`config.mk`:
```
export PLATFORM = sky130hd
export DESIGN_NAME = mlane_audio_rx
export DESIGN_NICKNAME = d
export VERILOG_FILES = /design/src/rtl/mlr_pkg.sv /design/src/rtl/mlr_sync.sv /design/src/rtl/mlr_bit_engine.sv /design/src/rtl/mlr_frame_out.sv /design/src/rtl/mlane_audio_rx.sv
export SDC_FILE = /design/constraint.sdc
export NUM_CORES = 1
export LEC_CHECK = 0
export CAP_MARGIN = 20
export CORE_ASPECT_RATIO = 1.1
export CORE_UTILIZATION = 30
export CTS_CLUSTER_SIZE = 10
export DETAILED_ROUTE_END_ITERATION = 6
export DONT_BUFFER_PORTS = 1
export PLACE_DENSITY = 0.55
export SLEW_MARGIN = 5
export SYNTH_ARGS = -nofsm -noshare
export SYNTH_HDL_FRONTEND = slang
export SYNTH_HIERARCHICAL = 1
export SYNTH_SLANG_ARGS = --single-unit
```
`constraint.sdc`:
```
create_clock -name clk -period 2.2 [get_ports clk]
set_input_delay 0.22 -clock clk [delete_from_list [all_inputs] [get_ports clk]]
set_output_delay 0.22 -clock clk [all_outputs]
set_load 0.01 [all_outputs]
```
`src/rtl/mlr_pkg.sv`:
```
package mlr_pkg;

  typedef enum logic {
    ALIGN_WAIT   = 1'b0,
    ALIGN_LOCKED = 1'b1
  } align_e;

  typedef enum logic {
    WSEL_FIRST  = 1'b0,
    WSEL_SECOND = 1'b1
  } word_sel_e;

endpackage

```
`src/rtl/mlr_sync.sv`:
```
module mlr_sync #(
  parameter int WIDTH  = 1,
  parameter int STAGES = 2
) (
  input  logic             clk,
  input  logic             rst_n,
  input  logic [WIDTH-1:0] d,
  output logic [WIDTH-1:0] q
);

  logic [WIDTH-1:0] stg [STAGES];

  always_ff @(posedge clk or negedge rst_n) begin
    if (!rst_n) begin
      for (int i = 0; i < STAGES; i++) stg[i] <= '0;
    end else begin
      stg[0] <= d;
      for (int i = 1; i < STAGES; i++) stg[i] <= stg[i-1];
    end
  end

  assign q = stg[STAGES-1];

endmodule

```
`src/rtl/mlr_bit_engine.sv`:
```
module mlr_bit_engine
  import mlr_pkg::*;
#(
  parameter int LANES  = 4,
  parameter int WORD_W = 32
) (
  input  logic              clk,
  input  logic              rst_n,
  input  logic              sck_s,
  input  logic              fsn_s,
  input  logic [LANES-1:0]  sd_s,
  output logic              frm_done,
  output logic [WORD_W-1:0] frm_w0 [LANES],
  output logic [WORD_W-1:0] frm_w1 [LANES],
  output logic              fs_bad
);

  localparam int FRAME_BITS = 2 * WORD_W;
  localparam int CNT_W      = $clog2(FRAME_BITS);
  localparam logic [CNT_W-1:0] LAST_BIT = CNT_W'(FRAME_BITS - 1);

  logic             sck_q;
  logic             fsn_prev;
  logic             bit_stb;
  logic             fs_fall;
  logic             at_last;
  align_e           align_q;
  logic [CNT_W-1:0] bit_cnt;

  // one strobe per rising bit-clock edge, seen in the system clock domain
  assign bit_stb = sck_s & ~sck_q;
  assign fs_fall = bit_stb & fsn_prev & ~fsn_s;
  assign at_last = (bit_cnt == LAST_BIT);
  assign fs_bad  = fs_fall & (align_q == ALIGN_LOCKED) & ~at_last;

  always_ff @(posedge clk or negedge rst_n) begin
    if (!rst_n) begin
      sck_q    <= 1'b0;
      fsn_prev <= 1'b1;
      align_q  <= ALIGN_WAIT;
      bit_cnt  <= '0;
      frm_done <= 1'b0;
    end else begin
      sck_q    <= sck_s;
      frm_done <= bit_stb & (align_q == ALIGN_LOCKED) & at_last;
      if (bit_stb) begin
        fsn_prev <= fsn_s;
        if (fs_fall) begin
          // sync edge: next bit is bit 0 of a frame
          bit_cnt <= '0;
          align_q <= ALIGN_LOCKED;
        end else if (align_q == ALIGN_LOCKED) begin
          bit_cnt <= at_last ? '0 : bit_cnt + 1'b1;
        end
      end
    end
  end

  for (genvar l = 0; l < LANES; l++) begin : g_lane
    logic [FRAME_BITS-1:0] shreg;

    always_ff @(posedge clk or negedge rst_n) begin
      if (!rst_n)       shreg <= '0;
      else if (bit_stb) shreg <= {shreg[FRAME_BITS-2:0], sd_s[l]};
    end

    assign frm_w0[l] = shreg[FRAME_BITS-1:WORD_W];
    assign frm_w1[l] = shreg[WORD_W-1:0];
  end

endmodule

```
`src/rtl/mlr_frame_out.sv`:
```
module mlr_frame_out
  import mlr_pkg::*;
#(
  parameter int LANES  = 4,
  parameter int WORD_W = 32,
  parameter int LANE_W = 2
) (
  input  logic              clk,
  input  logic              rst_n,
  input  logic              frm_done,
  input  logic [WORD_W-1:0] frm_w0 [LANES],
  input  logic [WORD_W-1:0] frm_w1 [LANES],
  input  logic [LANE_W-1:0] lanes_m1,
  input  logic              m_ready,
  output logic              m_valid,
  output logic [WORD_W-1:0] m_data,
  output logic [LANE_W-1:0] m_lane,
  output logic              m_word,
  output logic              m_last,
  output logic              overrun
);

  localparam logic [LANE_W-1:0] TOP_LANE = LANE_W'(LANES - 1);

  logic              busy;
  logic [LANE_W-1:0] lane_q;
  logic [LANE_W-1:0] nl_q;
  word_sel_e         word_q;
  logic              fire;
  logic              lane_end;
  logic              take;
  logic [WORD_W-1:0] buf0 [LANES];
  logic [WORD_W-1:0] buf1 [LANES];

  assign fire     = busy & m_ready;
  assign lane_end = (lane_q == nl_q);
  assign take     = frm_done & ~busy;

  always_ff @(posedge clk or negedge rst_n) begin
    if (!rst_n) begin
      busy    <= 1'b0;
      lane_q  <= '0;
      nl_q    <= '0;
      word_q  <= WSEL_FIRST;
      overrun <= 1'b0;
    end else begin
      overrun <= frm_done & busy;
      if (take) begin
        busy   <= 1'b1;
        lane_q <= '0;
        word_q <= WSEL_FIRST;
        nl_q   <= (lanes_m1 > TOP_LANE) ? TOP_LANE : lanes_m1;
      end else if (fire) begin
        if (lane_end && word_q == WSEL_SECOND) begin
          busy <= 1'b0;
        end else if (lane_end) begin
          lane_q <= '0;
          word_q <= WSEL_SECOND;
        end else begin
          lane_q <= lane_q + 1'b1;
        end
      end
    end
  end

  for (genvar l = 0; l < LANES; l++) begin : g_buf
    always_ff @(posedge clk or negedge rst_n) begin
      if (!rst_n) begin
        buf0[l] <= '0;
        buf1[l] <= '0;
      end else if (take) begin
        buf0[l] <= frm_w0[l];
        buf1[l] <= frm_w1[l];
      end
    end
  end

  assign m_valid = busy;
  assign m_lane  = lane_q;
  assign m_word  = (word_q == WSEL_SECOND);
  assign m_last  = busy & lane_end & (word_q == WSEL_SECOND);
  assign m_data  = (word_q == WSEL_SECOND) ? buf1[lane_q] : buf0[lane_q];

endmodule

```
`src/rtl/mlane_audio_rx.sv`:
```
module mlane_audio_rx #(
  parameter int LANES       = 4,
  parameter int WORD_W      = 32,
  parameter int SYNC_STAGES = 2,
  localparam int LANE_W     = (LANES > 1) ? $clog2(LANES) : 1
) (
  input  logic              clk,
  input  logic              rst_n,
  input  logic              sck_i,
  input  logic              fsync_n_i,
  input  logic [LANES-1:0]  sd_i,
  input  logic [LANE_W-1:0] lanes_m1_i,
  input  logic              err_clr_i,
  output logic              m_valid_o,
  input  logic              m_ready_i,
  output logic [WORD_W-1:0] m_data_o,
  output logic [LANE_W-1:0] m_lane_o,
  output logic              m_word_o,
  output logic              m_last_o,
  output logic              fs_err_o,
  output logic              overrun_o
);

  localparam int SYNC_W = LANES + 2;

  logic [SYNC_W-1:0] raw_in;
  logic [SYNC_W-1:0] sync_out;
  logic              frm_done;
  logic              fs_bad;
  logic              fs_err_q;
  logic [WORD_W-1:0] frm_w0 [LANES];
  logic [WORD_W-1:0] frm_w1 [LANES];

  assign raw_in = {sd_i, fsync_n_i, sck_i};

  mlr_sync #(
    .WIDTH  (SYNC_W),
    .STAGES (SYNC_STAGES)
  ) u_sync (
    .clk   (clk),
    .rst_n (rst_n),
    .d     (raw_in),
    .q     (sync_out)
  );

  mlr_bit_engine #(
    .LANES  (LANES),
    .WORD_W (WORD_W)
  ) u_engine (
    .clk      (clk),
    .rst_n    (rst_n),
    .sck_s    (sync_out[0]),
    .fsn_s    (sync_out[1]),
    .sd_s     (sync_out[SYNC_W-1:2]),
    .frm_done (frm_done),
    .frm_w0   (frm_w0),
    .frm_w1   (frm_w1),
    .fs_bad   (fs_bad)
  );

  mlr_frame_out #(
    .LANES  (LANES),
    .WORD_W (WORD_W),
    .LANE_W (LANE_W)
  ) u_out (
    .clk      (clk),
    .rst_n    (rst_n),
    .frm_done (frm_done),
    .frm_w0   (frm_w0),
    .frm_w1   (frm_w1),
    .lanes_m1 (lanes_m1_i),
    .m_ready  (m_ready_i),
    .m_valid  (m_valid_o),
    .m_data   (m_data_o),
    .m_lane   (m_lane_o),
    .m_word   (m_word_o),
    .m_last   (m_last_o),
    .overrun  (overrun_o)
  );

  // sticky sync error; a new error wins over a clear
  always_ff @(posedge clk or negedge rst_n) begin
    if (!rst_n)         fs_err_q <= 1'b0;
    else if (fs_bad)    fs_err_q <= 1'b1;
    else if (err_clr_i) fs_err_q <= 1'b0;
  end

  assign fs_err_o = fs_err_q;

endmodule

```
==> results of run 1 <==
-- cell families after synthesis --
group	after synthesis
mux	354
fa+ha+maj	1
simple gates	808
xor+xnor	4
flops	542
buf+inv	118
compound gates	22
-- through the flow --
stage / TNS [ps] / utilization (%) / instance area [sq um]
6_report: -10840 / 34.4 / 25300
3_5_place_dp: 0 / 31.8 / 23400
2_1_floorplan: 0 / - / 22500
3_3_place_gp: 0 / 31.8 / 23400
5_1_grt: -13430 / 34.4 / 25300
4_1_cts: -12590 / 34.3 / 25300
-- power by group through the flow --
stage	registers (W)	logic [W]	clock network [W]
finish	0.0108	0.00235	0.00886
global route	0.0108	0.00254	0.00954
CTS	0.0108	0.00212	0.00918
detailed placement	0.0109	0.00187	0
global placement	0.0109	0.00182	0
floorplan	0.0107	0.00158	0
-- cell usage in the layout (no fill, tap or decap), types with 3 or more instances in the layout --
cell type,n
nand2b_1,3
nand4_1,4
dfrtp_1,538
buf_4,6
dlygate4sd3_1,10
buf_12,20
mux2_1,19
a21oi_1,3
mux2_2,245
nand3_1,3
mux4_2,43
nand2_1,781
clkbuf_16,64
clkbuf_1,9
mux4_1,21
nor2_1,4
o21ai_0,3
a21o_1,3
inv_1,3
o31ai_1,3
mux2_4,26
-- timing repair --
item	CTS	global route
endpoints found under the setup margin	33	33
pin swaps	0	1
cloned	1	4
buffers inserted	2	1
resized for setup	49	25
hold endpoints to repair	555	542
-- cell usage after synthesis, types with 4 or more instances --
| cell type | n |
|---|---|
| nand2b_1 | 4 |
| nand4_1 | 4 |
| buf_4 | 28 |
| mux4_1 | 55 |
| nand2_1 | 781 |
| mux2_1 | 19 |
| clkbuf_1 | 14 |
| mux4_2 | 9 |
| nor2_1 | 5 |
| buf_6 | 8 |
| dfrtp_1 | 541 |
| buf_2 | 63 |
| mux2_2 | 271 |
-- layout make-up --
class	instances	area, sq um	share of cell area, %
Timing Repair Buffer	43	686	2.70
Clock buffer	72	1590	6.26
Clock inverter	5	86.3	0.341
Sequential cell	542	13600	53.5
Multi-Input combinational cell	1189	8210	32.4
Inverter	3	11.3	0.0444
Tap cell	954	1190	4.71
-- layer usage --
layer  share of wire [%]  track usage [%]  routed length (microns)  vias to the layer above
met1                  44             17.7                    22400                     6795
met4                 2.0             3.73                     1010                        0
met2                  48             21.7                    24100                      213
met3                 5.8             3.56                     2930                       69
met5                   0                0                        0                        -
li1                    -                -                        -                     6059
-- worst max-delay path, stage by stage (launching register included) --
cell and delay (ps):
dfrtp_4 560, buf_12 190, clkbuf_16 160, mux4_2 510
mux2_4 320
-- worst min-delay path by stage --
stage,startpoint,endpoint,depth (start not counted)
floorplan,rst_n,fs_err_o$_DFFE_PN0P_,0
global placement,rst_n,u_sync/stg[9]$_DFF_PN0_,0
detailed placement,rst_n,u_sync/stg[9]$_DFF_PN0_,0
CTS,rst_n,u_sync/stg[9]$_DFF_PN0_,0
global route,rst_n,u_sync/stg[9]$_DFF_PN0_,0
finish,rst_n,u_sync/stg[9]$_DFF_PN0_,0
-- state kept, by name (all words and copies together), names as in the netlist --
register,count
fs_err_o,1
u_engine/align_q,1
u_engine/bit_cnt,6
u_engine/frm_done,1
u_engine/fsn_prev,1
u_engine/g_lane.shreg,256
u_engine/sck_q,1
u_out/buf0,128
u_out/buf1,128
u_out/m_lane,2
u_out/m_valid,1
u_out/m_word,1
u_out/nl_q,2
u_out/overrun,1
u_sync/q,6
u_sync/stg,6
==> results.py, run 1 <==
metrics = {
    "floorplanning": {
        "die_h_microns": 289,
        "io_pins": 51,
        "die_w_microns": 263,
        "coreArea_sq_mm": 0.0737,
        "dieArea_sq_mm": 0.0760,
        "rows": 104,
        "initial_core_util_pct": 30.5,
    },
    "synthesis": {
        "synth_top_family_by_area": "multiplexers",
        "seq_area_frac_synth_pct": 60.4,
        "syn-num-nets": 1862,
        "yosysUniqueCellTypes": 40,
        "synth_top_area_share_pct": 60.3,
        "yosysWarnings": 6,
        "synth_simple_gate_area_share_pct": 13.8,
        "synth-adder-area-share_pct": 0.0557,
        "async_reset_ff_share_pct": 100,
        "synth_compound_area_share_pct": 0.729,
        "synth_mux_area_share_pct": 21.9,
        "synthCells": 1849,
        "synth_xor_area_share_pct": 0.156,
        "synth_edf_count": 0,
        "synth_area_leaders": "dfrtp_1 60%, mux2_2 14%, nand2_1 13%",
        "synth-main-ff-cell": "dfrtp_1",
        "synth_area_sq_mm": 0.0225,
        "ys_seq_elements": 542,
        "yosys.area.top_type": "dfrtp_1",
        "syn_area_per_cell_sq_um": 12.2,
    },
    "grt": {
        "grt_max_degree": 543,
        "grt_overflow": 0,
        "grt_pass1_wl_microns": 81100,
        "grt_pass1_vias": 13777,
        "grt_usage_pct": 13.4,
        "antenna_found_initial": 0,
    },
    "clocking": {
        "cts.clk_slew.worst_paths_ps": 60,
        "cts_tree": "done",
        "cts_buffer_depth": 3,
        "postCtsHoldBufs": 10,
        "numCtsBuffers": 61,
        "h-tree-depth": 2,
        "clock_sinks": 542,
        "clk_latency_ps": 640,
        "cts_root_buf": "clkbuf_16",
    },
    "worst_setup_path": {
        "r2r_start": "u_engine/frm_done$_DFF_PN0_",
        "r2r_cells": 4,
        "endpoint": "m_data_o[24]",
        "cp-start-kind": "register",
        "worstPathRequired_ps": 1980,
        "cp-startpoint": "u_out/m_lane[0]$_DFFE_PN0P_",
        "critical_path_class": "reg -> out",
        "cp_max_fo": 7,
        "cp.arrival_ps": 2380,
        "setup.worst_path.end_class": "primary output",
        "r2r_slack_ps": 370,
        "r2r_end": "u_out/buf0[107]$_DFFE_PN0P_",
    },
    "detailed_routing": {
        "drtIter0Drc": 1028,
        "vias": 13136,
        "wl_per_cell_microns": 17.9,
        "dr.pass1.iters": 4,
        "antenna_left": 0,
        "wl_microns": 50400,
        "vias_per_cell": 4.68,
        "drc": 0,
    },
    "cells_and_area": {
        "diodes": 0,
        "nets": 1853,
        "area_growth_pct": 12.8,
        "layout-drive-gt1-share_pct": 23.0,
        "stdcell_count": 2808,
        "fillCellCount": 7259,
    },
    "timing": {
        "postLayoutSetupSlackWorst_ps": -404,
        "grt_setup_unrepaired": "yes",
        "finClkSkew_ps": 41.4,
        "finalHoldViolCount": 541,
        "hold_ws_ps": -593,
        "post-route-min-period_ps": 2600,
        "drv_slew": 26,
        "setup_viol": 33,
        "fmax_mhz": 384,
        "worst_slew_pin_slew_ps": 1510,
        "fin_crit_sh_pct": 118,
        "slew_headroom_pct": -0.549,
    },
    "power_and_ir_drop": {
        "power_switching_share_pct": 25.1,
        "total_power_w": 0.0220,
        "ir_worst_vdd_mv": 0.613,
        "seq_power_share_pct": 49.0,
        "combinationalPowerShare_pct": 10.7,
        "p_leak_nw": 13.1,
        "p_switching_w": 0.00551,
        "internal_power_w": 0.0165,
        "clkPwrFrac_pct": 40.3,
        "power_density_mw_per_mm2": 867,
    },
    "placement": {
        "gp_congestion": 0.765,
        "hpwlAfterDp_microns": 30800,
        "numPortBuffers": 0,
        "place_ws_ps": 176,
        "dp_cells": 2713,
    },
    "status": {
        "violations": "hold timing, slew limit, setup timing",
        "status": "complete, but fails checks",
    },
    "min_path": {
        "min_path_type": "in -> async",
    },
    "job": {
        "max_cap_viol_count": 0,
    },
}
Note: power is estimated with default switching activity, not from simulation.
==> inputs of run 2 (changes only) <==
--- a/config.mk
+++ b/config.mk
@@ -5,15 +5,16 @@
 export SDC_FILE = /design/constraint.sdc
 export NUM_CORES = 1
 export LEC_CHECK = 0
+export BUFFER_PORTS_ARGS = -buffer_cell sky130_fd_sc_hd__clkbuf_2
 export CAP_MARGIN = 20
 export CORE_ASPECT_RATIO = 1.1
-export CORE_UTILIZATION = 30
+export CORE_UTILIZATION = 25
 export CTS_CLUSTER_SIZE = 10
 export DETAILED_ROUTE_END_ITERATION = 6
-export DONT_BUFFER_PORTS = 1
-export PLACE_DENSITY = 0.55
+export PLACE_DENSITY = 0.5
 export SLEW_MARGIN = 5
 export SYNTH_ARGS = -nofsm -noshare
 export SYNTH_HDL_FRONTEND = slang
 export SYNTH_HIERARCHICAL = 1
 export SYNTH_SLANG_ARGS = --single-unit
+export TNS_END_PERCENT = 30
==> run 2 against run 1 <==
Net effect: critical endpoint is now m_data_o[17]; die area is 20% higher; final area is 3.2% higher; clock-buffer cell count is 8 higher; via count is 3.1% higher; sequential share of layout area is 1.7 points lower; the flow finishes with violations (DRC, setup timing); utilization is 4.8 points lower; global-route usage is 1.8 points lower; flip-flop and latch count stayed put; critical path type unchanged; clock skew is 17 ps lower.
==> results.py, run 2 (synthesis gave the netlist of run 1 again) <==
metrics = {
    "cells_and_area": {
        "fillCellCount": 9075,
        "mostFrequentLayoutCell": "nand2_1",
        "layout_common_cells": "781 x nand2_1, 538 x dfrtp_1, 251 x mux2_2",
        "seqCellArea_sq_mm": 0.0136,
        "area_growth_pct": 16.5,
        "nets": 1919,
        "stdcell_area_sq_mm": 0.0262,
        "reg_top3": "u_engine/g_lane.shreg (256), u_out/buf0 (128), u_out/buf1 (128)",
        "largest_register_ff_count": 256,
        "regMostFlops": "u_engine/g_lane.shreg",
        "layout-drive-gt1-share_pct": 25.6,
        "multi_input_area_sq_mm": 0.00817,
        "utilization_pct": 29.6,
        "diodes": 0,
    },
    "placement": {
        "gp_congestion": 0.764,
        "hpwlAfterDp_microns": 33400,
        "numPortBuffers": 50,
        "place_area_sq_mm": 0.0242,
    },
    "worst_setup_path": {
        "slowest_stage": "mux4_2",
        "crit_buf_inv": 3,
        "worstPathRequired_ps": 1980,
        "r2r_start": "u_out/m_lane[0]$_DFFE_PN0P_",
        "slowest_delay_ps": 490,
        "cp-startpoint": "u_out/m_lane[0]$_DFFE_PN0P_",
        "cp_max_fo": 8,
        "r2r_end": "u_out/m_lane[0]$_DFFE_PN0P_",
        "cp-start-kind": "register",
        "r2r_slack_ps": 200,
        "cp_top_family": "multiplexers",
        "cp.arrival_ps": 2380,
        "setup.worst_path.end_class": "primary output",
        "critical_path_class": "reg -> out",
        "path_cells": "buf_12, clkbuf_16, mux4_2, mux2_4, clkbuf_2",
        "r2r_cells": 7,
    },
    "grt": {
        "antenna_found_initial": 1,
        "grt_usage_pct": 11.6,
        "grt_max_degree": 104,
        "grt_pass1_vias": 14342,
        "grt_pass1_wl_microns": 83400,
        "grt_overflow": 0,
    },
    "detailed_routing": {
        "drtIter0Drc": 907,
        "wl_microns": 52100,
        "antenna_left": 0,
        "vias": 13543,
        "vias_per_cell": 4.39,
        "wl_per_cell_microns": 16.9,
        "dr.pass1.iters": 7,
        "drc": 14,
    },
    "timing": {
        "finalHoldViolCount": 0,
        "drv_slew": 0,
        "fmax_mhz": 384,
        "worst_slew_pin_slew_ps": 646,
        "fin_tns_setup_ps": -11900,
        "postLayoutSetupSlackWorst_ps": -404,
        "post-route-min-period_ps": 2600,
        "grt_setup_unrepaired": "yes",
        "finClkSkew_ps": 24.4,
        "setup_viol": 33,
        "fin_crit_sh_pct": 118,
        "slew_headroom_pct": 56.9,
    },
    "power_and_ir_drop": {
        "combinationalPowerShare_pct": 12.6,
        "p_leak_nw": 13.5,
        "clkPwrFrac_pct": 40.0,
        "power_density_mw_per_mm2": 858,
        "internal_power_w": 0.0167,
        "power_switching_share_pct": 25.4,
        "seq_power_share_pct": 47.4,
        "ir_worst_vdd_mv": 0.613,
        "p_switching_w": 0.00571,
    },
    "clocking": {
        "clk_latency_ps": 620,
        "cts_root_buf": "clkbuf_16",
        "cts_buffer_depth": 3,
        "cts.clk_slew.worst_paths_ps": 60,
        "numCtsBuffers": 61,
        "h-tree-depth": 2,
        "cts_tree": "done",
        "clock_sinks": 542,
    },
    "min_path": {
        "min_path_type": "in -> async",
    },
    "floorplanning": {
        "io_pins": 51,
        "die_h_microns": 316,
        "dieArea_sq_mm": 0.0911,
        "coreArea_sq_mm": 0.0884,
        "rows": 114,
        "initial_core_util_pct": 25.4,
        "die_w_microns": 288,
    },
    "status": {
        "violations": "DRC, setup timing",
        "status": "complete, but fails checks",
    },
    "job": {
        "max_cap_viol_count": 0,
    },
}
-- run 2: cell types whose count changed in the layout (fill, tap and decap cells not counted), moves of 2 or more --
cell and delta:
mux2_4 -6, clkinv_2 -2, buf_4 +4, mux4_1 -2, clkinv_16 -2, buf_6 +4
buf_2 +3, clkbuf_8 +3, clkbuf_1 +4, buf_12 +12, mux2_2 +6, mux4_2 +2
clkbuf_16 +2, clkbuf_2 +40
-- run 2: how the worst max path moves through the flow --
stage,depth (start not counted),end,slack [ps]
4_1_cts,5,m_data_o[12],-450
3_5_place_dp,4,m_data_o[0],130
2_1_floorplan,4,m_data_o[17],460
5_1_grt,5,m_data_o[19],-470
6_report,5,m_data_o[17],-400
3_3_place_gp,4,m_data_o[30],150
-- run 2: repair_timing --
item / 4_1_cts / 5_1_grt
gates cloned: 0 / 4
setup buffers: 4 / 0
hold buffers: 11 / 0
resized for setup: 36 / 39
hold endpoints to repair: 383 / 0
setup endpoints to repair: 33 / 33
-- run 2: layout make-up --
cell class	count	share of cell area, %
Inverter	3	0.0430
Clock buffer	80	6.38
Tap cell	1160	5.55
Clock inverter	2	0.0956
Timing Repair Buffer	109	4.84
Multi-Input combinational cell	1189	31.2
Sequential cell	542	51.9
-- run 2: power groups by stage --
| stage | sequential [W] | combinational, W | clock [W] |
|---|---|---|---|
| global placement | 0.0109 | 0.00233 | 0 |
| CTS | 0.0106 | 0.00263 | 0.00930 |
| detailed placement | 0.0109 | 0.00240 | 0 |
| floorplan | 0.0107 | 0.00158 | 0 |
| finish | 0.0106 | 0.00284 | 0.00898 |
| global route | 0.0107 | 0.00309 | 0.00964 |
-- run 2: stage by stage --
step                instances  hold WS (ps)  power, W  worst slack, ps
floorplan                1849         -75.6    0.0122              462
global placement         2984          94.9    0.0132              146
detailed placement       2984          93.9    0.0133              132
CTS                      3081          69.3    0.0226             -452
global route             3085          80.8    0.0234             -467
finish                   3085          72.4    0.0225             -404
-- run 2: layer usage --
| metal | track usage (%) | routed length [microns] | up-vias |
|---|---|---|---|
| li1 | - | - | 6219 |
| met1 | 16.6 | 25100 | 6986 |
| met2 | 17.9 | 23900 | 262 |
| met3 | 1.86 | 2120 | 76 |
| met4 | 3.40 | 1090 | 0 |
| met5 | 0 | 0 | - |
==> inputs of run 3 (changes only) <==
==> constraint.sdc (replaced) <==
create_clock -name clk -period 2.2 [get_ports clk]
set_input_delay 0.11 -clock clk [delete_from_list [all_inputs] [get_ports clk]]
set_output_delay 0.11 -clock clk [all_outputs]
set_load 0.01 [all_outputs]
==> run 3 against run 2 <==
Net effect: largest power group unchanged; the flow still finishes with violations (DRC, setup timing); critical endpoint unchanged; clock power up 8.0%; first-iteration DRC count up 5.1%; sequential share of layout area down 0.42 points; die area unchanged.
==> results.py, run 3 (synthesis gave the netlist of run 1 again) <==
metrics = {
    "cells_and_area": {
        "nets": 1932,
        "mostFrequentLayoutCell": "nand2_1",
        "layout_common_cells": "781 x nand2_1, 538 x dfrtp_1, 251 x mux2_2",
        "utilization_pct": 29.8,
        "reg_top3": "u_engine/g_lane.shreg (256), u_out/buf0 (128), u_out/buf1 (128)",
        "diodes": 0,
        "area_growth_pct": 17.4,
        "layout-drive-gt1-share_pct": 26.8,
        "stdcell_area_sq_mm": 0.0264,
        "largest_register_ff_count": 256,
        "regMostFlops": "u_engine/g_lane.shreg",
        "stdcell_count": 3098,
    },
    "worst_setup_path": {
        "cp-start-kind": "register",
        "cp-startpoint": "u_out/m_lane[0]$_DFFE_PN0P_",
        "worstPathRequired_ps": 2090,
        "cp_top_family": "multiplexers",
        "slowest_delay_ps": 490,
        "cp.depth": 5,
        "critical_path_class": "reg -> out",
        "path_cells": "buf_12, clkbuf_16, mux4_2, mux2_4, buf_6",
        "cp.arrival_ps": 2360,
        "cp_max_fo": 7,
        "setup.worst_path.end_class": "primary output",
        "slowest_stage": "mux4_2",
        "r2r_start": "u_engine/frm_done$_DFF_PN0_",
        "crit_buf_inv": 3,
        "r2r_cells": 4,
    },
    "clocking": {
        "clk_latency_ps": 590,
        "cts.clk_slew.worst_paths_ps": 60,
        "clock_sinks": 542,
        "numCtsBuffers": 66,
        "cts_buffer_depth": 3,
        "cts_root_buf": "clkbuf_16",
        "cts_tree": "done",
        "h-tree-depth": 3,
    },
    "placement": {
        "hpwlAfterDp_microns": 33500,
        "dp_cells": 2988,
        "place_area_sq_mm": 0.0242,
        "gp_congestion": 0.784,
        "numPortBuffers": 50,
    },
    "timing": {
        "worst_slew_pin_slew_ps": 624,
        "drv_slew": 0,
        "setup_viol": 32,
        "postLayoutSetupSlackWorst_ps": -271,
        "slew_headroom_pct": 58.2,
        "fin_crit_sh_pct": 112,
        "fmax_mhz": 405,
        "fin_tns_setup_ps": -6890,
        "grt_setup_unrepaired": "yes",
        "post-route-min-period_ps": 2470,
        "finalHoldViolCount": 0,
        "finClkSkew_ps": 20.8,
    },
    "power_and_ir_drop": {
        "seq_power_share_pct": 45.8,
        "combinationalPowerShare_pct": 12.6,
        "power_density_mw_per_mm2": 883,
        "total_power_w": 0.0233,
        "clkPwrFrac_pct": 41.6,
        "ir_worst_vdd_mv": 0.420,
        "power_switching_share_pct": 25.5,
        "internal_power_w": 0.0174,
        "p_leak_nw": 13.5,
        "p_switching_w": 0.00594,
    },
    "floorplanning": {
        "die_h_microns": 316,
        "die_w_microns": 288,
        "io_pins": 51,
        "initial_core_util_pct": 25.4,
        "rows": 114,
        "coreArea_sq_mm": 0.0884,
        "dieArea_sq_mm": 0.0911,
    },
    "detailed_routing": {
        "wl_per_cell_microns": 17.2,
        "drc": 14,
        "dr.pass1.iters": 7,
        "drtIter0Drc": 953,
        "wl_microns": 53200,
        "vias_per_cell": 4.37,
        "vias": 13523,
        "antenna_left": 0,
    },
    "min_path": {
        "min_path_type": "in -> reg",
        "hold_start": "sck_i",
        "min_path_cells": 2,
    },
    "grt": {
        "grt_pass1_wl_microns": 85200,
        "grt_usage_pct": 11.9,
        "grt_max_degree": 107,
        "antenna_found_initial": 0,
        "grt_pass1_vias": 14437,
        "grt_overflow": 0,
    },
    "job": {
        "max_cap_viol_count": 0,
    },
    "status": {
        "status": "complete, but fails checks",
        "violations": "DRC, setup timing",
    },
}
## run 3: changes by cell type in the layout (fill, tap and decap cells not counted), moves of 3 or more
| cell | before | now |
|---|---|---|
| clkbuf_1 | 13 | 9 |
| inv_6 | 0 | 3 |
| mux4_2 | 45 | 58 |
| clkbuf_16 | 66 | 72 |
| buf_12 | 32 | 29 |
| buf_6 | 6 | 9 |
| clkbuf_2 | 40 | 33 |
| buf_16 | 1 | 4 |
| mux4_1 | 19 | 6 |
| buf_4 | 10 | 18 |
## run 3: final cells by class
class                      count  area [sq um]
clock buffer                  81          1800
sequential                   542         13600
inverter                       3          11.3
fill                        9001         62000
tap                         1160          1450
multi-input combinational   1189          8130
clock inverter                 6          45.0
timing repair buffer         117          1380
## run 3: power by group through the flow
stage	sequential [W]	clock, W	combinational, W
final	0.0107	0.00970	0.00294
after floorplan	0.0107	0	0.00158
after global routing	0.0107	0.0104	0.00322
after CTS	0.0107	0.0101	0.00280
after detailed placement	0.0110	0	0.00228
after global placement	0.0109	0	0.00222
## run 3: what timing repair did
| action | in CTS | in global routing |
|---|---|---|
| pin swaps | 0 | 0 |
| cloned | 2 | 3 |
| hold buffers | 13 | 0 |
| buffers inserted | 5 | 0 |
| gates resized for setup | 44 | 65 |
| endpoints found under the hold margin | 477 | 0 |
| endpoints found under the setup margin | 33 | 33 |
## run 3: path summary, 6_finish.rpt
kind / end / slack [ps]
max in group asynchronous: u_sync/stg[9]$_DFF_PN0_ / 750
setup / recovery: m_data_o[17] / -270
hold / removal: u_sync/stg[6]$_DFF_PN0_ / 170
setup reg to reg: u_out/buf0[53]$_DFFE_PN0P_ / 500
hold reg to reg: u_sync/q[1]$_DFF_PN0_ / 350
min in group asynchronous: u_sync/q[3]$_DFF_PN0_ / 540
## run 3: per-stage QoR
step / hold WS (ps) / setup WS [ps]
CTS: 137 / -321
finish: 167 / -271
global placement: 20.4 / 183
global route: 157 / -324
detailed placement: 28.3 / 170
floorplan: -186 / 572
## run 3: metal layers
layer  GRT usage [%]  wire [microns]  vias up
met2            18.3           24600      187
met3            1.79            1650       75
li1                -               -     6239
met4            4.43            1190        0
met5               0               0        -
met1            16.8           25800     7022
